## config.mk

```make
export PLATFORM = sky130hd
export DESIGN_NAME = irqc_mode_unit
export DESIGN_NICKNAME = d
export VERILOG_FILES = /design/src/rtl/irqc_mode_pkg.sv /design/src/rtl/irqc_mode_reg.sv /design/src/rtl/irqc_acc_decode.sv /design/src/rtl/irqc_mode_unit.sv
export SDC_FILE = /design/constraint.sdc
export NUM_CORES = 1
export LEC_CHECK = 0
export ABC_AREA = 1
export BUFFER_PORTS_ARGS = -buffer_cell sky130_fd_sc_hd__buf_2
export CELL_PAD_IN_SITES_DETAIL_PLACEMENT = 0
export CELL_PAD_IN_SITES_GLOBAL_PLACEMENT = 1
export CORE_ASPECT_RATIO = 0.7
export CORE_UTILIZATION = 32
export CTS_CLUSTER_SIZE = 25
export DETAILED_ROUTE_END_ITERATION = 12
export GPL_TIMING_DRIVEN = 1
export HOLD_SLACK_MARGIN = 0.12
export PLACE_DENSITY = 0.9
export RECOVER_POWER = 25
export SYNTH_ARGS = -nofsm -noshare
export SYNTH_HDL_FRONTEND = slang
export SYNTH_SLANG_ARGS = --single-unit
```

## constraint.sdc

```tcl
create_clock -name clk -period 3.9 [get_ports clk]
set_clock_uncertainty 0.1 [all_clocks]
set_input_delay 0.585 -clock clk [delete_from_list [all_inputs] [get_ports clk]]
set_output_delay 0.585 -clock clk [all_outputs]
set_load 0.1 [all_outputs]
```

## src/rtl/irqc_mode_pkg.sv

```systemverilog
package irqc_mode_pkg;

    // Fault codes carried with every decoded access
    typedef enum logic [2:0] {
        FLT_NONE   = 3'd0,
        FLT_OFF    = 3'd1,
        FLT_ALIGN  = 3'd2,
        FLT_RANGE  = 3'd3,
        FLT_BANNED = 3'd4
    } flt_e;

    // Enable / extended pair as stored
    typedef struct packed {
        logic en;
        logic ext;
    } mode_t;

endpackage

```

## src/rtl/irqc_mode_reg.sv

```systemverilog
module irqc_mode_reg
    import irqc_mode_pkg::*;
#(
    parameter int              ADDR_W     = 32,
    parameter int              PAGE_BITS  = 12,
    parameter logic [63:0]     RESET_BASE = 64'hFEE0_0000
) (
    input  logic                      clk,
    input  logic                      rst_n,
    input  logic                      wr_en,
    input  logic                      wr_enable,
    input  logic                      wr_ext,
    input  logic [ADDR_W-1:0]         wr_base,
    output logic                      en_o,
    output logic                      ext_o,
    output logic [ADDR_W-PAGE_BITS-1:0] page_o,
    output logic                      err_o
);
    localparam int PAGE_W = ADDR_W - PAGE_BITS;
    localparam logic [ADDR_W-1:0] RST_ADDR = RESET_BASE[ADDR_W-1:0];

    typedef struct packed {
        mode_t             mode;
        logic [PAGE_W-1:0] page;
        logic              err;
    } st_t;

    st_t st_d, st_q;

    logic bad_align, bad_orphan, bad_exit;

    always_comb begin
        st_d       = st_q;
        st_d.err   = 1'b0;
        bad_align  = |wr_base[PAGE_BITS-1:0];
        bad_orphan = wr_ext & ~wr_enable;
        bad_exit   = st_q.mode.en & st_q.mode.ext & wr_enable & ~wr_ext;
        if (wr_en) begin
            if (bad_align || bad_orphan || bad_exit) begin
                st_d.err = 1'b1;
            end else begin
                st_d.mode.en  = wr_enable;
                st_d.mode.ext = wr_ext;
                st_d.page     = wr_base[ADDR_W-1:PAGE_BITS];
            end
        end
    end

    always_ff @(posedge clk or negedge rst_n) begin
        if (!rst_n) begin
            st_q.mode.en  <= 1'b1;
            st_q.mode.ext <= 1'b0;
            st_q.page     <= RST_ADDR[ADDR_W-1:PAGE_BITS];
            st_q.err      <= 1'b0;
        end else begin
            st_q <= st_d;
        end
    end

    assign en_o   = st_q.mode.en;
    assign ext_o  = st_q.mode.ext;
    assign page_o = st_q.page;
    assign err_o  = st_q.err;

endmodule

```

## src/rtl/irqc_acc_decode.sv

```systemverilog
module irqc_acc_decode
    import irqc_mode_pkg::*;
#(
    parameter int ADDR_W    = 32,
    parameter int PAGE_BITS = 12,
    parameter int SLOT_BITS = 4,
    parameter int IDX_BASE  = 'h800,
    parameter int N_BAN     = 2,
    parameter int BAN_LIST [N_BAN] = '{'h0E, 'h31}
) (
    input  logic                          clk,
    input  logic                          rst_n,
    input  logic                          en_i,
    input  logic                          ext_i,
    input  logic [ADDR_W-PAGE_BITS-1:0]   page_i,
    input  logic                          acc_valid,
    input  logic                          acc_write,
    input  logic [ADDR_W-1:0]             acc_addr,
    output logic                          rsp_valid,
    output logic                          rsp_write,
    output logic [2:0]                    rsp_fault,
    output logic [PAGE_BITS-SLOT_BITS-1:0] rsp_slot,
    output logic [ADDR_W-1:0]             rsp_index
);
    localparam int IDX_W = PAGE_BITS - SLOT_BITS;
    localparam logic [ADDR_W-1:0] IDX_BASE_V = ADDR_W'(IDX_BASE);

    typedef struct packed {
        logic              vld;
        logic              wr;
        flt_e              flt;
        logic [IDX_W-1:0]  slot;
        logic [ADDR_W-1:0] index;
    } rsp_t;

    rsp_t rsp_d, rsp_q;

    logic [IDX_W-1:0] slot_leg, slot_ext;
    logic             leg_in_win, leg_misal, ext_in_rng;
    logic [N_BAN-1:0] ban_hit;

    // One comparator per forbidden slot
    for (genvar gi = 0; gi < N_BAN; gi++) begin : g_ban
        assign ban_hit[gi] = (slot_ext == IDX_W'(BAN_LIST[gi]));
    end

    always_comb begin
        slot_leg   = acc_addr[PAGE_BITS-1:SLOT_BITS];
        slot_ext   = acc_addr[IDX_W-1:0];
        leg_in_win = (acc_addr[ADDR_W-1:PAGE_BITS] == page_i);
        leg_misal  = |acc_addr[SLOT_BITS-1:0];
        ext_in_rng = (acc_addr[ADDR_W-1:IDX_W] == IDX_BASE_V[ADDR_W-1:IDX_W]);

        rsp_d       = '0;
        rsp_d.vld   = acc_valid;
        rsp_d.wr    = acc_valid & acc_write;
        rsp_d.flt   = FLT_NONE;
        if (acc_valid) begin
            if (!en_i) begin
                rsp_d.flt = FLT_OFF;
            end else if (!ext_i) begin
                if (!leg_in_win)      rsp_d.flt = FLT_RANGE;
                else if (leg_misal)   rsp_d.flt = FLT_ALIGN;
                else                  rsp_d.slot = slot_leg;
            end else begin
                if (!ext_in_rng)      rsp_d.flt = FLT_RANGE;
                else if (|ban_hit)    rsp_d.flt = FLT_BANNED;
                else                  rsp_d.slot = slot_ext;
            end
            if (rsp_d.flt == FLT_NONE) begin
                rsp_d.index = IDX_BASE_V + ADDR_W'(rsp_d.slot);
            end
        end
    end

    always_ff @(posedge clk or negedge rst_n) begin
        if (!rst_n) begin
            rsp_q <= '0;
        end else begin
            rsp_q <= rsp_d;
        end
    end

    assign rsp_valid = rsp_q.vld;
    assign rsp_write = rsp_q.wr;
    assign rsp_fault = rsp_q.flt;
    assign rsp_slot  = rsp_q.slot;
    assign rsp_index = rsp_q.index;

endmodule

```

## src/rtl/irqc_mode_unit.sv

```systemverilog
module irqc_mode_unit
    import irqc_mode_pkg::*;
#(
    parameter int          ADDR_W     = 32,
    parameter int          PAGE_BITS  = 12,
    parameter int          SLOT_BITS  = 4,
    parameter int          IDX_BASE   = 'h800,
    parameter logic [63:0] RESET_BASE = 64'hFEE0_0000,
    localparam int         IDX_W      = PAGE_BITS - SLOT_BITS
) (
    input  logic              clk,
    input  logic              rst_n,
    input  logic              cfg_wr_en,
    input  logic              cfg_wr_enable,
    input  logic              cfg_wr_ext,
    input  logic [ADDR_W-1:0] cfg_wr_base,
    output logic              mode_valid,
    output logic              mode_ext,
    output logic [ADDR_W-1:0] base_addr,
    output logic              cfg_err,
    input  logic              acc_valid,
    input  logic              acc_write,
    input  logic [ADDR_W-1:0] acc_addr,
    output logic              rsp_valid,
    output logic              rsp_write,
    output logic [2:0]        rsp_fault,
    output logic [IDX_W-1:0]  rsp_slot,
    output logic [ADDR_W-1:0] rsp_index
);
    localparam int PAGE_W = ADDR_W - PAGE_BITS;

    logic              en_w, ext_w;
    logic [PAGE_W-1:0] page_w;

    irqc_mode_reg #(
        .ADDR_W     (ADDR_W),
        .PAGE_BITS  (PAGE_BITS),
        .RESET_BASE (RESET_BASE)
    ) mode_reg_i (
        .clk       (clk),
        .rst_n     (rst_n),
        .wr_en     (cfg_wr_en),
        .wr_enable (cfg_wr_enable),
        .wr_ext    (cfg_wr_ext),
        .wr_base   (cfg_wr_base),
        .en_o      (en_w),
        .ext_o     (ext_w),
        .page_o    (page_w),
        .err_o     (cfg_err)
    );

    irqc_acc_decode #(
        .ADDR_W    (ADDR_W),
        .PAGE_BITS (PAGE_BITS),
        .SLOT_BITS (SLOT_BITS),
        .IDX_BASE  (IDX_BASE)
    ) decode_i (
        .clk       (clk),
        .rst_n     (rst_n),
        .en_i      (en_w),
        .ext_i     (ext_w),
        .page_i    (page_w),
        .acc_valid (acc_valid),
        .acc_write (acc_write),
        .acc_addr  (acc_addr),
        .rsp_valid (rsp_valid),
        .rsp_write (rsp_write),
        .rsp_fault (rsp_fault),
        .rsp_slot  (rsp_slot),
        .rsp_index (rsp_index)
    );

    assign mode_valid = en_w;
    assign mode_ext   = ext_w;
    assign base_addr  = {page_w, {PAGE_BITS{1'b0}}};

endmodule

```

# ---- Word level (Yosys, flattened, before mapping)
# Cells that the tools add are included.
dict set report totals {
  reg_bits 68
  memories 0
  latch_bits 0
  romBits 0
  mem_bits_rw 0
  inputBits 71
  word_cells 46
  out_inout_bits 80
}
dict set report classes {
  n_lt_le_gt_ge 0
  shift 0
  mux 17
  div_mod_pow 0
  n_reduce_logical 7
  multipliers 0
  n_eq_ne 4
  n_bitwise 8
  n_addsub 1
}
# op count
set ops {}
lappend ops {{2-to-1 mux 8 bit} 6}
lappend ops {{2-to-1 mux 43 bit} 1}
lappend ops {{2-to-1 mux 32 bit} 1}
lappend ops {{equality test 24 x 4 -> 1 bit, second input constant} 1}
lappend ops {{equality test 20 bit} 1}
lappend ops {{adder 12 x 8 -> 13 bit, first input constant} 1}
lappend ops {{2-to-1 mux 3 bit} 4}
lappend ops {{OR reduction 12 bit} 1}
lappend ops {{2-to-1 mux 11 bit} 1}
lappend ops {{equality test 8 x 4 -> 1 bit, second input constant} 1}
lappend ops {{equality test 8 x 6 -> 1 bit, second input constant} 1}
lappend ops {{AND 1 bit} 5}
lappend ops {{2-to-1 mux 2 bit} 2}
lappend ops {{OR reduction 4 bit} 1}
lappend ops {{zero test 3 bit} 1}
lappend ops {{inverter 1 bit} 3}
lappend ops {{logical OR 1 bit} 2}
lappend ops {{2-to-1 mux 1 bit} 2}
lappend ops {{AND reduction 2 bit} 1}
lappend ops {{OR reduction 2 bit} 1}

# ---- Depth between registers and ports, before layout
dict set report depth {
  depth_word 10
  depth_mapped 12
  mapped_depth_nobuf 11
}

# ---- Hierarchy
# From an unflattened synthesis, not the netlist that was laid out.
dict set report hier_totals {
  hier_cells 369
  area_unflattened_um2 2808.9
}
# mod seq_area_each_um2 n_inst area_each_um2 cells_each
set modules_own_cells {}
lappend modules_own_cells {irqc_acc_decode 550.5 1 1564.0 225}
lappend modules_own_cells {irqc_mode_reg 589.3 1 1151.1 131}
lappend modules_own_cells {irqc_mode_unit 0.0 1 93.8 13}

# ---- Least setup slack after synthesis
# OpenSTA, ideal clock, no wires.
dict set report synth_timing {
  path_kind {flip-flop to flip-flop}
  start {register mode_reg_i.st_q, in the netlist mode_reg_i.page_o[5]}
  end {register decode_i.rsp_q, in the netlist decode_i.rsp_index[2]}
  synth_period_minus_slack_ps 2063
  t_arrival_ps 1885
  setup_time_ps 77
  path_stages_with_launch 11
  required_ps 3723
  path_slack_ps 1837
  n_path_buf 1
  cell_sequence {dfrtp_1 xnor2_1 nand2_1 nor2_1 nand2_1 nor2_2 nand2_1 nand2_2 nand2_2 buf_6 a21oi_1}
}
# item line_no
set synth_lines {}
lappend synth_lines {{start: declaration} irqc_mode_reg.sv:28} ;# st_t st_d, st_q;
lappend synth_lines {{start signal: assignment} irqc_mode_reg.sv:56} ;# st_q <= st_d;
lappend synth_lines {{end signal: assignment} irqc_acc_decode.sv:80} ;# rsp_q <= rsp_d;
lappend synth_lines {{end: declaration} irqc_acc_decode.sv:36} ;# rsp_t rsp_d, rsp_q;

==> results.yml <==
final_layout:
  fin_nets: 517
  final_cell_mix: "buf_2, nand2_1, nor2_1"
  final_common_cell: "buf_2"
  layout-drive-gt1-share_pct: 37.4
  final_core_util_pct: 42.1
  syn_to_final_growth_pct: 26.6
  post-route-cell-area_mm2: 0.00332
  fillers: 855
  antenna_cells: 0
global_route:
  grt_max_degree: 46
  antenna_found_initial: 0
  grt_pass1_wl_mm: 10.2
  grt_overflow_total: 0
  grt_pass1_vias: 2086
  grtUsageTotal_pct: 15.4
floorplanning:
  io_pins: 151
  die_area_mm2: 0.00858
  core-area_mm2: 0.00791
  die_height_um: 77.8
  initial_utilization_pct: 33.2
  rows: 27
  dieWidth_um: 110
cts:
  path_clk_slew_ns: 0.06
  clock_path_buffers: 2
  hold_buffers: 0
  htree_levels: 2
  cts_buffers: 5
  insertion_delay_ns: 0.28
  cts_resized: 0
  post-cts-setup-buffers: 0
  cts_root_buffer: "clkbuf_16"
  cts_tree: "done"
  clock-sinks: 45
detailed_routing:
  first_pass_iters: 4
  wl_per_cell_um: 11.9
  drt_iter0_drc: 63
  vias_per_cell: 4.23
  drcViolationCount: 0
  antenna_left: 0
  wl_mm: 6.53
  vias: 2320
sta:
  period_share_pct: 64.4
  hold_viol: 0
  rsz0062_at_grt: "no"
  worst-slew-pin-transition_ns: 2.41
  fmax_mhz: 398
  slew_viol_final: 46
  fin_setup_tns_ns: 0
  period_minus_slack_ns: 2.51
  setup_viol: 0
  hold_slack_ns: 0.376
  worst_slew_margin_rel_pct: -60.9
yosys:
  avgSynthCellArea_um2: 7.91
  yosysWarnings: 0
  synth_top_area_share_pct: 32.4
  netlist_top_cells_area: "dfrtp_1, dfstp_2, buf_4"
  synth_cell_types: 33
  synth-seq-area-share_pct: 43.4
  ys_ff_latch: 45
  synthCells: 332
  synth_area_leader_cell: "dfrtp_1"
  syn_area_mm2: 0.00263
run_status:
  status: "finished, violations left"
  violations: "max-capacitance violations, max-slew violations"
placed_design:
  portBuffers: 115
  gp_congestion: 0.810
  place_area_mm2: 0.00315
  post-dp-hpwl_mm: 5.26
power_and_ir_drop:
  p_per_area_mw_per_mm2: 370
  irDropWorstVdd_mv: 0.185
  total_power_uw: 1230
  p_leak_uw: 0.00182
worst_setup_path:
  path_class: "primary input to asynchronous set/reset pin"
  required_ns: 3.68
  path_cells: "clkbuf_1"
  arrival_ns: 2.29
  cp_top_family: "buffers and inverters"
  critPathMaxStageDelay_ns: 1.69
  slowest_stage: "clkbuf_1"
  cp-start-kind: "primary input"
  worst-path-buf-inv: 1
  path_max_fanout: 45
  endpoint_kind: "asynchronous set/reset pin"
worst_hold_path:
  hold_class: "register to register"
flow_run:
  cap_violations: 1
-- tightest hold or removal path, cell delays in order, from the launching register on --
cell     delay [ns]
dfstp_2        0.38
inv_2          0.05
a21oi_2        0.04
-- where the power goes --
group / leakage (uW) / internal (uW) / switching, uW
registers: 0.000556 / 470 / 1.25
logic: 0.00118 / 42.9 / 223
clock network: 0.0000831 / 320 / 174
total: 0.00182 / 833 / 398
-- sequential cells by signal, indices dropped and copies added, names as in the netlist --
| signal | flops |
|---|---|
| mode_reg_i.page_o | 20 |
| decode_i.rsp_index | 9 |
| decode_i.rsp_slot | 8 |
| decode_i.rsp_fault | 3 |
| decode_i.rsp_valid | 1 |
| decode_i.rsp_write | 1 |
| mode_reg_i.en_o | 1 |
| mode_reg_i.err_o | 1 |
| mode_reg_i.ext_o | 1 |
-- per-stage QoR --
| step | worst slack (ns) | std cells |
|---|---|---|
| 6_report | 1.39 | 548 |
| 3_5_place_dp | 1.28 | 540 |
| 3_3_place_gp | 1.39 | 540 |
| 5_1_grt | 0.928 | 548 |
| 2_1_floorplan | 1.84 | 366 |
| 4_1_cts | 1.39 | 548 |
-- cell families after synthesis --
kind of cell	after synthesis	synth area share, %
flip-flops	45	43.4
buffers and inverters	85	17.7
XOR/XNOR	10	3.34
AO/OA/AOI/OAI	41	10.2
AND/OR/NAND/NOR	150	25.2
other	1	0.143
-- Yosys cell counts --
master      n
o2111ai_1   1
conb_1      1
nand4_1    12
a21oi_1    11
nand2_2     3
nor3_1      7
or2_2       3
buf_4      36
nand3_2     1
buf_6       1
a21boi_0    1
dfrtp_1    34
clkbuf_1    2
nand3_1     6
o21ai_0     1
o21ai_1    13
inv_2      12
or2_1       1
inv_1      31
nor2_1     38
nor2_2      1
a21oi_2    12
and2_0      1
o211ai_1    1
buf_2       3
dfstp_2    11
o211ai_2    1
nor3_2      1
xnor2_1    10
nand3b_1    1
nor4_1      2
nand2_1    72
nor4_2      1
-- final timing paths --
kind                                                endpoint  slack [ns]  cells after the start                               from
setup / recovery                  mode_reg_i.err_o$_DFF_PN0_        1.39                      1                              rst_n
max in group clk           mode_reg_i.page_o[12]$_DFFE_PN0P_        1.40                      6       mode_reg_i.ext_o$_DFFE_PN0P_
hold reg to reg            mode_reg_i.page_o[18]$_DFFE_PN1P_        0.38                      2  mode_reg_i.page_o[18]$_DFFE_PN1P_
setup reg to reg           mode_reg_i.page_o[12]$_DFFE_PN0P_        1.40                      6       mode_reg_i.ext_o$_DFFE_PN0P_
min in group asynchronous     decode_i.rsp_slot[5]$_DFF_PN0_        0.94                      1                              rst_n
hold / removal             mode_reg_i.page_o[18]$_DFFE_PN1P_        0.38                      2  mode_reg_i.page_o[18]$_DFFE_PN1P_
-- layer usage --
| layer | GRT usage (%) | part of all wire, % | routed length, um |
|---|---|---|---|
| met1 | 22.5 | 49 | 3220 |
| met2 | 23.1 | 43 | 2820 |
| met3 | 3.70 | 6.9 | 450 |
| met4 | 2.76 | 0.52 | 34 |
| met5 | 0 | 0 | 0 |
-- cell type report --
| type | instances | area, um2 | share of cell area, % |
|---|---|---|---|
| repair buffers | 115 | 573 | 17.2 |
| multi-input cells | 236 | 1150 | 34.5 |
| clock inverters | 2 | 37.5 | 1.13 |
| clock buffers | 6 | 139 | 4.18 |
| well taps | 101 | 126 | 3.80 |
| flip-flops and latches | 45 | 1140 | 34.3 |
| inverters | 43 | 161 | 4.86 |
Power figures use the tool's default switching activity.
